## src/rtl/hd_mailbox_pkg.sv

```systemverilog
package hd_mailbox_pkg;

  localparam int WORD_W = 32;
  localparam int PTR_W  = 8;
  localparam int CTL_W  = 6;

  // control-word bit positions (low byte)
  localparam int B_IE  = 0;
  localparam int B_IS  = 1;
  localparam int B_IG  = 2;
  localparam int B_RDY = 3;
  localparam int B_RST = 4;
  localparam int B_OVF = 5;

  typedef enum logic [1:0] {
    A_CSR   = 2'd0,
    A_TXWIN = 2'd1,
    A_RXWIN = 2'd2,
    A_PEER  = 2'd3
  } reg_sel_e;

  typedef struct packed {
    logic ovf;
    logic rst;
    logic rdy;
    logic is;
    logic ie;
  } ctl_bits_t;

  function automatic logic [WORD_W-1:0] csr_word(
    input logic [PTR_W-1:0] depth,
    input logic [PTR_W-1:0] wp,
    input logic [PTR_W-1:0] rp,
    input ctl_bits_t        c
  );
    return {depth, wp, rp, 2'b00, c.ovf, c.rst, c.rdy, 1'b0, c.is, c.ie};
  endfunction

endpackage

```

## src/rtl/hd_mbx_ring.sv

```systemverilog
module hd_mbx_ring
  import hd_mailbox_pkg::*;
#(
  parameter int DEPTH = 4,
  parameter int WIDTH = 32
) (
  input  logic             clk,
  input  logic             rst,
  input  logic             flush,
  input  logic             push,
  input  logic [WIDTH-1:0] din,
  input  logic             pop,
  output logic [WIDTH-1:0] dout,
  output logic [PTR_W-1:0] wptr,
  output logic [PTR_W-1:0] rptr,
  output logic             drop
);

  localparam int IDX_W = $clog2(DEPTH);

  if (DEPTH < 2 || DEPTH > 128 || (DEPTH & (DEPTH - 1)) != 0) begin : g_bad_depth
    $error("hd_mbx_ring: DEPTH must be a power of two between 2 and 128");
  end

  logic [WIDTH-1:0] mem [DEPTH];
  logic [PTR_W-1:0] wptr_q, rptr_q, occ;
  logic             full, empty, do_push, do_pop;

  assign occ     = wptr_q - rptr_q;
  assign full    = (occ == PTR_W'(DEPTH));
  assign empty   = (occ == '0);
  assign do_push = push & ~full & ~flush;
  assign do_pop  = pop & ~empty & ~flush;
  assign drop    = push & full & ~flush;
  assign wptr    = wptr_q;
  assign rptr    = rptr_q;

  always_ff @(posedge clk) begin
    if (rst || flush) begin
      wptr_q <= '0;
      rptr_q <= '0;
    end else begin
      if (do_push) wptr_q <= wptr_q + 1'b1;
      if (do_pop)  rptr_q <= rptr_q + 1'b1;
    end
  end

  // storage: plain write port, no reset, so block RAM can be inferred
  always_ff @(posedge clk) begin
    if (do_push) mem[wptr_q[IDX_W-1:0]] <= din;
  end

  // registered read port; an empty or flushed pop yields zero
  always_ff @(posedge clk) begin
    if (rst)      dout <= '0;
    else if (pop) dout <= do_pop ? mem[rptr_q[IDX_W-1:0]] : '0;
  end

  p_no_overflow_r4: assert property (@(posedge clk) disable iff (rst)
    occ <= PTR_W'(DEPTH))
    else $error("occupancy above depth");

  p_full_drop_r4: assert property (@(posedge clk) disable iff (rst)
    (push && full && !flush) |=> (wptr_q == $past(wptr_q)))
    else $error("write pointer moved on a full ring");

  p_empty_hold_r5: assert property (@(posedge clk) disable iff (rst)
    (pop && empty && !flush) |=> (rptr_q == $past(rptr_q)))
    else $error("read pointer moved on an empty ring");

  p_flush_empty_r10: assert property (@(posedge clk) disable iff (rst)
    flush |=> (wptr_q == '0 && rptr_q == '0))
    else $error("flush left pointers non-zero");

endmodule

```

## src/rtl/hd_mbx_ctl.sv

```systemverilog
module hd_mbx_ctl
  import hd_mailbox_pkg::*;
#(
  parameter bit HAS_RST = 1'b0
) (
  input  logic             clk,
  input  logic             rst,
  input  logic             we,
  input  logic [CTL_W-1:0] wbits,
  input  logic             set_is,
  input  logic             clr,
  input  logic             ovf_set,
  output ctl_bits_t        bits_o,
  output logic             ring_o,
  output logic             rdy_chg_o,
  output logic             irq_o
);

  logic ie_q, is_q, rdy_q, ovf_q, rst_q;
  logic ie_d, is_d, rdy_d, ovf_d;

  always_comb begin
    ie_d = we ? wbits[B_IE] : ie_q;
    is_d = set_is | (is_q & ~(we & wbits[B_IS]));
    if (clr)     rdy_d = 1'b0;
    else if (we) rdy_d = wbits[B_RDY] & ~(logic'(HAS_RST) & wbits[B_RST]);
    else         rdy_d = rdy_q;
    if (clr) ovf_d = 1'b0;
    else     ovf_d = ovf_set | (ovf_q & ~(we & wbits[B_OVF]));
  end

  always_ff @(posedge clk) begin
    if (rst) begin
      ie_q  <= 1'b0;
      is_q  <= 1'b0;
      rdy_q <= 1'b0;
      ovf_q <= 1'b0;
      irq_o <= 1'b0;
    end else begin
      ie_q  <= ie_d;
      is_q  <= is_d;
      rdy_q <= rdy_d;
      ovf_q <= ovf_d;
      irq_o <= is_d & ie_d;
    end
  end

  if (HAS_RST) begin : g_rst
    always_ff @(posedge clk) begin
      if (rst)     rst_q <= 1'b0;
      else if (we) rst_q <= wbits[B_RST];
    end
  end else begin : g_norst
    assign rst_q = 1'b0;
  end

  assign ring_o    = we & wbits[B_IG];
  assign rdy_chg_o = we & ~clr & (rdy_d != rdy_q);
  assign bits_o    = '{ovf: ovf_q, rst: rst_q, rdy: rdy_q, is: is_q, ie: ie_q};

  p_set_is_r7: assert property (@(posedge clk) disable iff (rst)
    set_is |=> is_q)
    else $error("interrupt status not set by peer event");

  p_w1c_r6: assert property (@(posedge clk) disable iff (rst)
    (we && wbits[B_IS] && !set_is) |=> !is_q)
    else $error("write-one-to-clear failed");

  p_irq_r9: assert property (@(posedge clk) disable iff (rst)
    irq_o == (is_q && ie_q))
    else $error("interrupt line disagrees with status and enable");

  p_clr_r10: assert property (@(posedge clk) disable iff (rst)
    clr |=> (!rdy_q && !ovf_q))
    else $error("reset request left ready or drop flag set");

endmodule

```

## src/rtl/hd_mbx_rdport.sv

```systemverilog
module hd_mbx_rdport
  import hd_mailbox_pkg::*;
(
  input  logic              clk,
  input  logic              rst,
  input  logic              rd,
  input  logic [1:0]        addr,
  input  logic [WORD_W-1:0] own_csr,
  input  logic [WORD_W-1:0] peer_csr,
  input  logic [WORD_W-1:0] win_data,
  output logic [WORD_W-1:0] rdata
);

  reg_sel_e          sel_q;
  logic [WORD_W-1:0] csr_q;

  always_ff @(posedge clk) begin
    if (rst) begin
      sel_q <= A_CSR;
      csr_q <= '0;
    end else if (rd) begin
      sel_q <= reg_sel_e'(addr);
      case (reg_sel_e'(addr))
        A_CSR:   csr_q <= own_csr;
        A_PEER:  csr_q <= peer_csr;
        default: csr_q <= '0;
      endcase
    end
  end

  // the ring output is itself a register updated only by this side's pops
  assign rdata = (sel_q == A_RXWIN) ? win_data : csr_q;

  p_rdata_hold_r3: assert property (@(posedge clk) disable iff (rst)
    !rd |=> (rdata == $past(rdata)))
    else $error("read data changed without a read");

endmodule

```

## src/rtl/hd_mailbox.sv

```systemverilog
module hd_mailbox
  import hd_mailbox_pkg::*;
#(
  parameter int DEPTH = 4
) (
  input  logic              clk,
  input  logic              rst,
  input  logic [1:0]        host_addr,
  input  logic              host_wr,
  input  logic              host_rd,
  input  logic [WORD_W-1:0] host_wdata,
  output logic [WORD_W-1:0] host_rdata,
  output logic              host_irq,
  input  logic [1:0]        dev_addr,
  input  logic              dev_wr,
  input  logic              dev_rd,
  input  logic [WORD_W-1:0] dev_wdata,
  output logic [WORD_W-1:0] dev_rdata,
  output logic              dev_irq
);

  localparam logic [PTR_W-1:0] DEPTH_F = PTR_W'(DEPTH);

  logic h_csr_we, h_push, h_pop, d_csr_we, d_push, d_pop, flush;
  logic [PTR_W-1:0] h2d_wp, h2d_rp, d2h_wp, d2h_rp;
  logic [WORD_W-1:0] h2d_out, d2h_out, host_csr, dev_csr;
  logic h2d_drop, d2h_drop;
  logic h_ring, h_rchg, d_ring, d_rchg;
  ctl_bits_t h_bits, d_bits, d_view;

  assign h_csr_we = host_wr && (host_addr == A_CSR);
  assign h_push   = host_wr && (host_addr == A_TXWIN);
  assign h_pop    = host_rd && (host_addr == A_RXWIN);
  assign d_csr_we = dev_wr && (dev_addr == A_CSR);
  assign d_push   = dev_wr && (dev_addr == A_TXWIN);
  assign d_pop    = dev_rd && (dev_addr == A_RXWIN);

  // reset request: host writes reset together with the doorbell
  assign flush = h_csr_we & host_wdata[B_RST] & host_wdata[B_IG];

  hd_mbx_ring #(.DEPTH(DEPTH), .WIDTH(WORD_W)) u_h2d (
    .clk(clk), .rst(rst), .flush(flush),
    .push(h_push), .din(host_wdata), .pop(d_pop), .dout(h2d_out),
    .wptr(h2d_wp), .rptr(h2d_rp), .drop(h2d_drop)
  );

  hd_mbx_ring #(.DEPTH(DEPTH), .WIDTH(WORD_W)) u_d2h (
    .clk(clk), .rst(rst), .flush(flush),
    .push(d_push), .din(dev_wdata), .pop(h_pop), .dout(d2h_out),
    .wptr(d2h_wp), .rptr(d2h_rp), .drop(d2h_drop)
  );

  hd_mbx_ctl #(.HAS_RST(1'b1)) u_hctl (
    .clk(clk), .rst(rst), .we(h_csr_we), .wbits(host_wdata[CTL_W-1:0]),
    .set_is(d_ring | d_rchg), .clr(flush), .ovf_set(h2d_drop),
    .bits_o(h_bits), .ring_o(h_ring), .rdy_chg_o(h_rchg), .irq_o(host_irq)
  );

  hd_mbx_ctl #(.HAS_RST(1'b0)) u_dctl (
    .clk(clk), .rst(rst), .we(d_csr_we), .wbits(dev_wdata[CTL_W-1:0]),
    .set_is(h_ring | h_rchg), .clr(flush), .ovf_set(d2h_drop),
    .bits_o(d_bits), .ring_o(d_ring), .rdy_chg_o(d_rchg), .irq_o(dev_irq)
  );

  // the device sees the host reset request in its own word
  always_comb begin
    d_view     = d_bits;
    d_view.rst = h_bits.rst;
  end

  assign host_csr = csr_word(DEPTH_F, h2d_wp, h2d_rp, h_bits);
  assign dev_csr  = csr_word(DEPTH_F, d2h_wp, d2h_rp, d_view);

  hd_mbx_rdport u_hrd (
    .clk(clk), .rst(rst), .rd(host_rd), .addr(host_addr),
    .own_csr(host_csr), .peer_csr(dev_csr), .win_data(d2h_out), .rdata(host_rdata)
  );

  hd_mbx_rdport u_drd (
    .clk(clk), .rst(rst), .rd(dev_rd), .addr(dev_addr),
    .own_csr(dev_csr), .peer_csr(host_csr), .win_data(h2d_out), .rdata(dev_rdata)
  );

  p_doorbell_r7: assert property (@(posedge clk) disable iff (rst)
    (h_csr_we && host_wdata[B_IG]) |=> d_bits.is)
    else $error("host doorbell lost");

  p_hold_rdy_r10: assert property (@(posedge clk) disable iff (rst)
    h_bits.rst |-> !h_bits.rdy)
    else $error("host ready while reset request held");

endmodule

```

## config.mk

```make
export PLATFORM = sky130hd
export DESIGN_NAME = hd_mailbox
export DESIGN_NICKNAME = d
export VERILOG_FILES = /design/src/rtl/hd_mailbox_pkg.sv /design/src/rtl/hd_mbx_ring.sv /design/src/rtl/hd_mbx_ctl.sv /design/src/rtl/hd_mbx_rdport.sv /design/src/rtl/hd_mailbox.sv
export SDC_FILE = /design/constraint.sdc
export NUM_CORES = 1
export LEC_CHECK = 0
export BUFFER_PORTS_ARGS = -buffer_cell sky130_fd_sc_hd__buf_2
export CAP_MARGIN = 20
export CORE_MARGIN = 8
export CORE_UTILIZATION = 65
export CTS_BUF_LIST = sky130_fd_sc_hd__clkbuf_8
export CTS_CLUSTER_SIZE = 40
export DETAILED_ROUTE_END_ITERATION = 7
export GPL_TIMING_DRIVEN = 0
export PLACE_DENSITY_LB_ADDON = 0.1
export REMOVE_ABC_BUFFERS = 1
export SYNTH_ARGS = -nofsm -noshare
export SYNTH_HDL_FRONTEND = slang
export SYNTH_HIERARCHICAL = 1
export SYNTH_SLANG_ARGS = --single-unit
```

## constraint.sdc

```tcl
create_clock -name clk -period 7.2 [get_ports clk]
set_input_delay 0.72 -clock clk [delete_from_list [all_inputs] [get_ports clk]]
set_output_delay 0.72 -clock clk [all_outputs]
set_load 0.005 [all_outputs]
```

==> impl_metrics.ini <==
[timing]
fmax_mhz = 302
finalWorstPathRequiredPeriod_ns = 3.31
timing.max_slew.rel_slack_pct = 33.2
setup_viol_count_final = 0
finClkSkew_ns = 0.0301
holdWs_ns = 0.334
finalHoldViolCount = 0
period_share_pct = 46.0
postLayoutSetupSlackWorst_ns = 3.89
rsz0062_at_grt = false
report.final.slew_viol_count = 0
setup_total_negative_slack_ns = 0
worstMarginPinSlew_ns = 1.00

[power]
netSwitchingPower_w = 0.00115
irDropWorstVdd_v = 0.000157
leakage_nw = 7.74
swShare_pct = 23.1
combPwrFrac_pct = 6.1
power_frac_clock_pct = 40.0
power.density_nw_per_um2 = 235
pwr-share-seq_pct = 53.9
total_power_w = 0.00500
internal-power_w = 0.00385

[clocking]
clk_pin_slew_worst_paths_ns = 0.06
h-tree-depth = 3
cts.root.buffer_cell = sky130_fd_sc_hd__clkbuf_8
cts_hold_buf = 0
cts_post_setup_buffers_inserted = 0
tritoncts.num_buffers = 70
clkLatencyLatePin_ns = 0.60
cts-root-to-sink-buffers = 3
tritoncts_clock_tree = done
clock-sinks = 435
post_cts_gate_resize_count = 0

[final_layout]
final_net_count = 1580
layout-drive-gt1-share_pct = 31.8
fillCellCount = 1777
antenna_cells_inserted = 0
final_core_utilization_pct = 76.1
area_growth_syn_to_layout_pct = 14.9
multi_input_comb_area_sq_um = 6850
area.sequential_sq_um = 11300

[grt]
antenna_found_initial = 2
grt_start_max_net_pins = 65
globalRouteOverflowTotal = 0
grt_util_all_layers_pct = 24.3
grt_pass1_vias = 11800
grt_pass1_wl_mm = 64.4

[placed_design]
dp_worst_setup_slack_ns = 3.82
port_bufs = 139
gpl.final_weighted_congestion = 0.858
dp.final_hpwl_mm = 25.7

[route]
routed_wirelength_normalized_by_instance_count_um = 21.3
drt-vias-per-instance = 5.97
detail_route.wirelength_mm = 40.8
initialDrtViolationCount = 752
vias = 11400
firstDrtPassIters = 5
antenna_violating_nets_post_route = 0
remaining_drc_errors = 0

[floorplan]
die_h_um = 185
dieWidth_um = 185
start_util_pct = 66.3
core.rowCount = 61
fp.coreArea_sq_um = 27900
io_pins = 140
design.die.area_sq_um = 34100

[worst_setup_path]
timing.critical_path.buf_inv = 2
timing.setup.critical_path_class = reg2reg
timing.critical_path.arrival_ns = 3.64
path_max_fanout = 18
worst_path_dominant_cell_family = compound AO/OA/AOI/OAI gates
series_of_cell_instances_along_the_critical_path = inv_1 -> ha_1 -> nand2b_4 -> a21oi_2 -> a21oi_1 -> mux2_4 -> o31ai_4 -> nor2_4 -> buf_16
cp_slowest_cell = sky130_fd_sc_hd__o31ai_4
startpoint_type = register
cp_data_required_time_ns = 7.52
critPathMaxStageDelay_ns = 0.79
critPathCaptureType = register

[hold_path]
worstHoldPathType = in2reg

[run_status]
run_status = complete, no violations

[job]
max_cap_violations = 0

[yosys]
synth.cell_area_sq_um = 18500
syn-instance-count = 1288
avgSynthCellArea_sq_um = 14.4
synth.yosys.warnings = 6
==> per-stage QoR <==
step | instance area (sq um) | cells
floorplan | 18100 | 1244
global placement | 19300 | 1761
detailed placement | 19900 | 1784
CTS | 21300 | 1914
global route | 21300 | 1914
finish | 21300 | 1914
==> layer usage <==
metal  share of wire, %  track usage, %  vias up  wire (um)
li1                   -               -     5272          -
met5              0.056               0        -         23
met4                1.3            5.89        4        549
met1                 42            32.4     5680      17300
met3                7.3            5.67       60       2970
met2                 49            39.9      410      20000
==> layout by cell type (no fill, tap or decap), types with 28 or more instances in the layout <==
| master | n |
|---|---|
| sky130_fd_sc_hd__mux2_2 | 60 |
| sky130_fd_sc_hd__a21oi_1 | 90 |
| sky130_fd_sc_hd__inv_1 | 62 |
| sky130_fd_sc_hd__o2bb2ai_2 | 60 |
| sky130_fd_sc_hd__nor2_1 | 93 |
| sky130_fd_sc_hd__buf_2 | 138 |
| sky130_fd_sc_hd__edfxtp_1 | 256 |
| sky130_fd_sc_hd__a22oi_1 | 64 |
| sky130_fd_sc_hd__ha_1 | 28 |
| sky130_fd_sc_hd__conb_1 | 44 |
| sky130_fd_sc_hd__dfxtp_1 | 175 |
| sky130_fd_sc_hd__nor2b_1 | 68 |
| sky130_fd_sc_hd__mux4_2 | 64 |
| sky130_fd_sc_hd__clkbuf_8 | 79 |
==> power groups by stage <==
stage	combinational (W)	clock [W]	sequential, W
global route	0.000332	0.00216	0.00270
finish	0.000307	0.00200	0.00269
floorplan	0.000170	0	0.00274
global placement	0.000262	0	0.00275
CTS	0.000305	0.00204	0.00269
detailed placement	0.000303	0	0.00275
==> final timing paths <==
path	startpoint	to	slack (ns)	cells after the start
worst max-delay path	u_d2h/wptr[0]	u_d2h/mem[3][19]	3.89	9
worst max register to register	u_d2h/wptr[0]	u_d2h/mem[3][19]	3.89	9
worst min register to register	u_hrd/csr_q[3]	u_hrd/csr_q[3]	0.47	1
worst min-delay path	dev_wdata[25]	u_d2h/mem[0][25]	0.33	1
==> cell type report <==
class / count / area share (%)
multi-input cells: 776 / 32.2
well taps: 378 / 2.22
clock buffers: 79 / 5.11
inverters: 33 / 0.582
repair buffers: 162 / 5.61
flip-flops and latches: 435 / 53.0
clock inverters: 51 / 1.21
==> state kept, by name (all words and copies together) (netlist names), 2 cells and up, named ones only <==
name / flops
u_hrd/csr_q: 32
u_h2d/wptr: 8
u_d2h/wptr: 8
u_drd/sel_q: 2
u_d2h/mem: 128
u_h2d/mem: 128
u_hrd/sel_q: 2
u_drd/csr_q: 32
u_d2h/dout: 32
u_h2d/rptr: 8
u_d2h/rptr: 8
u_h2d/dout: 32
(Power assumes the default switching activity.)
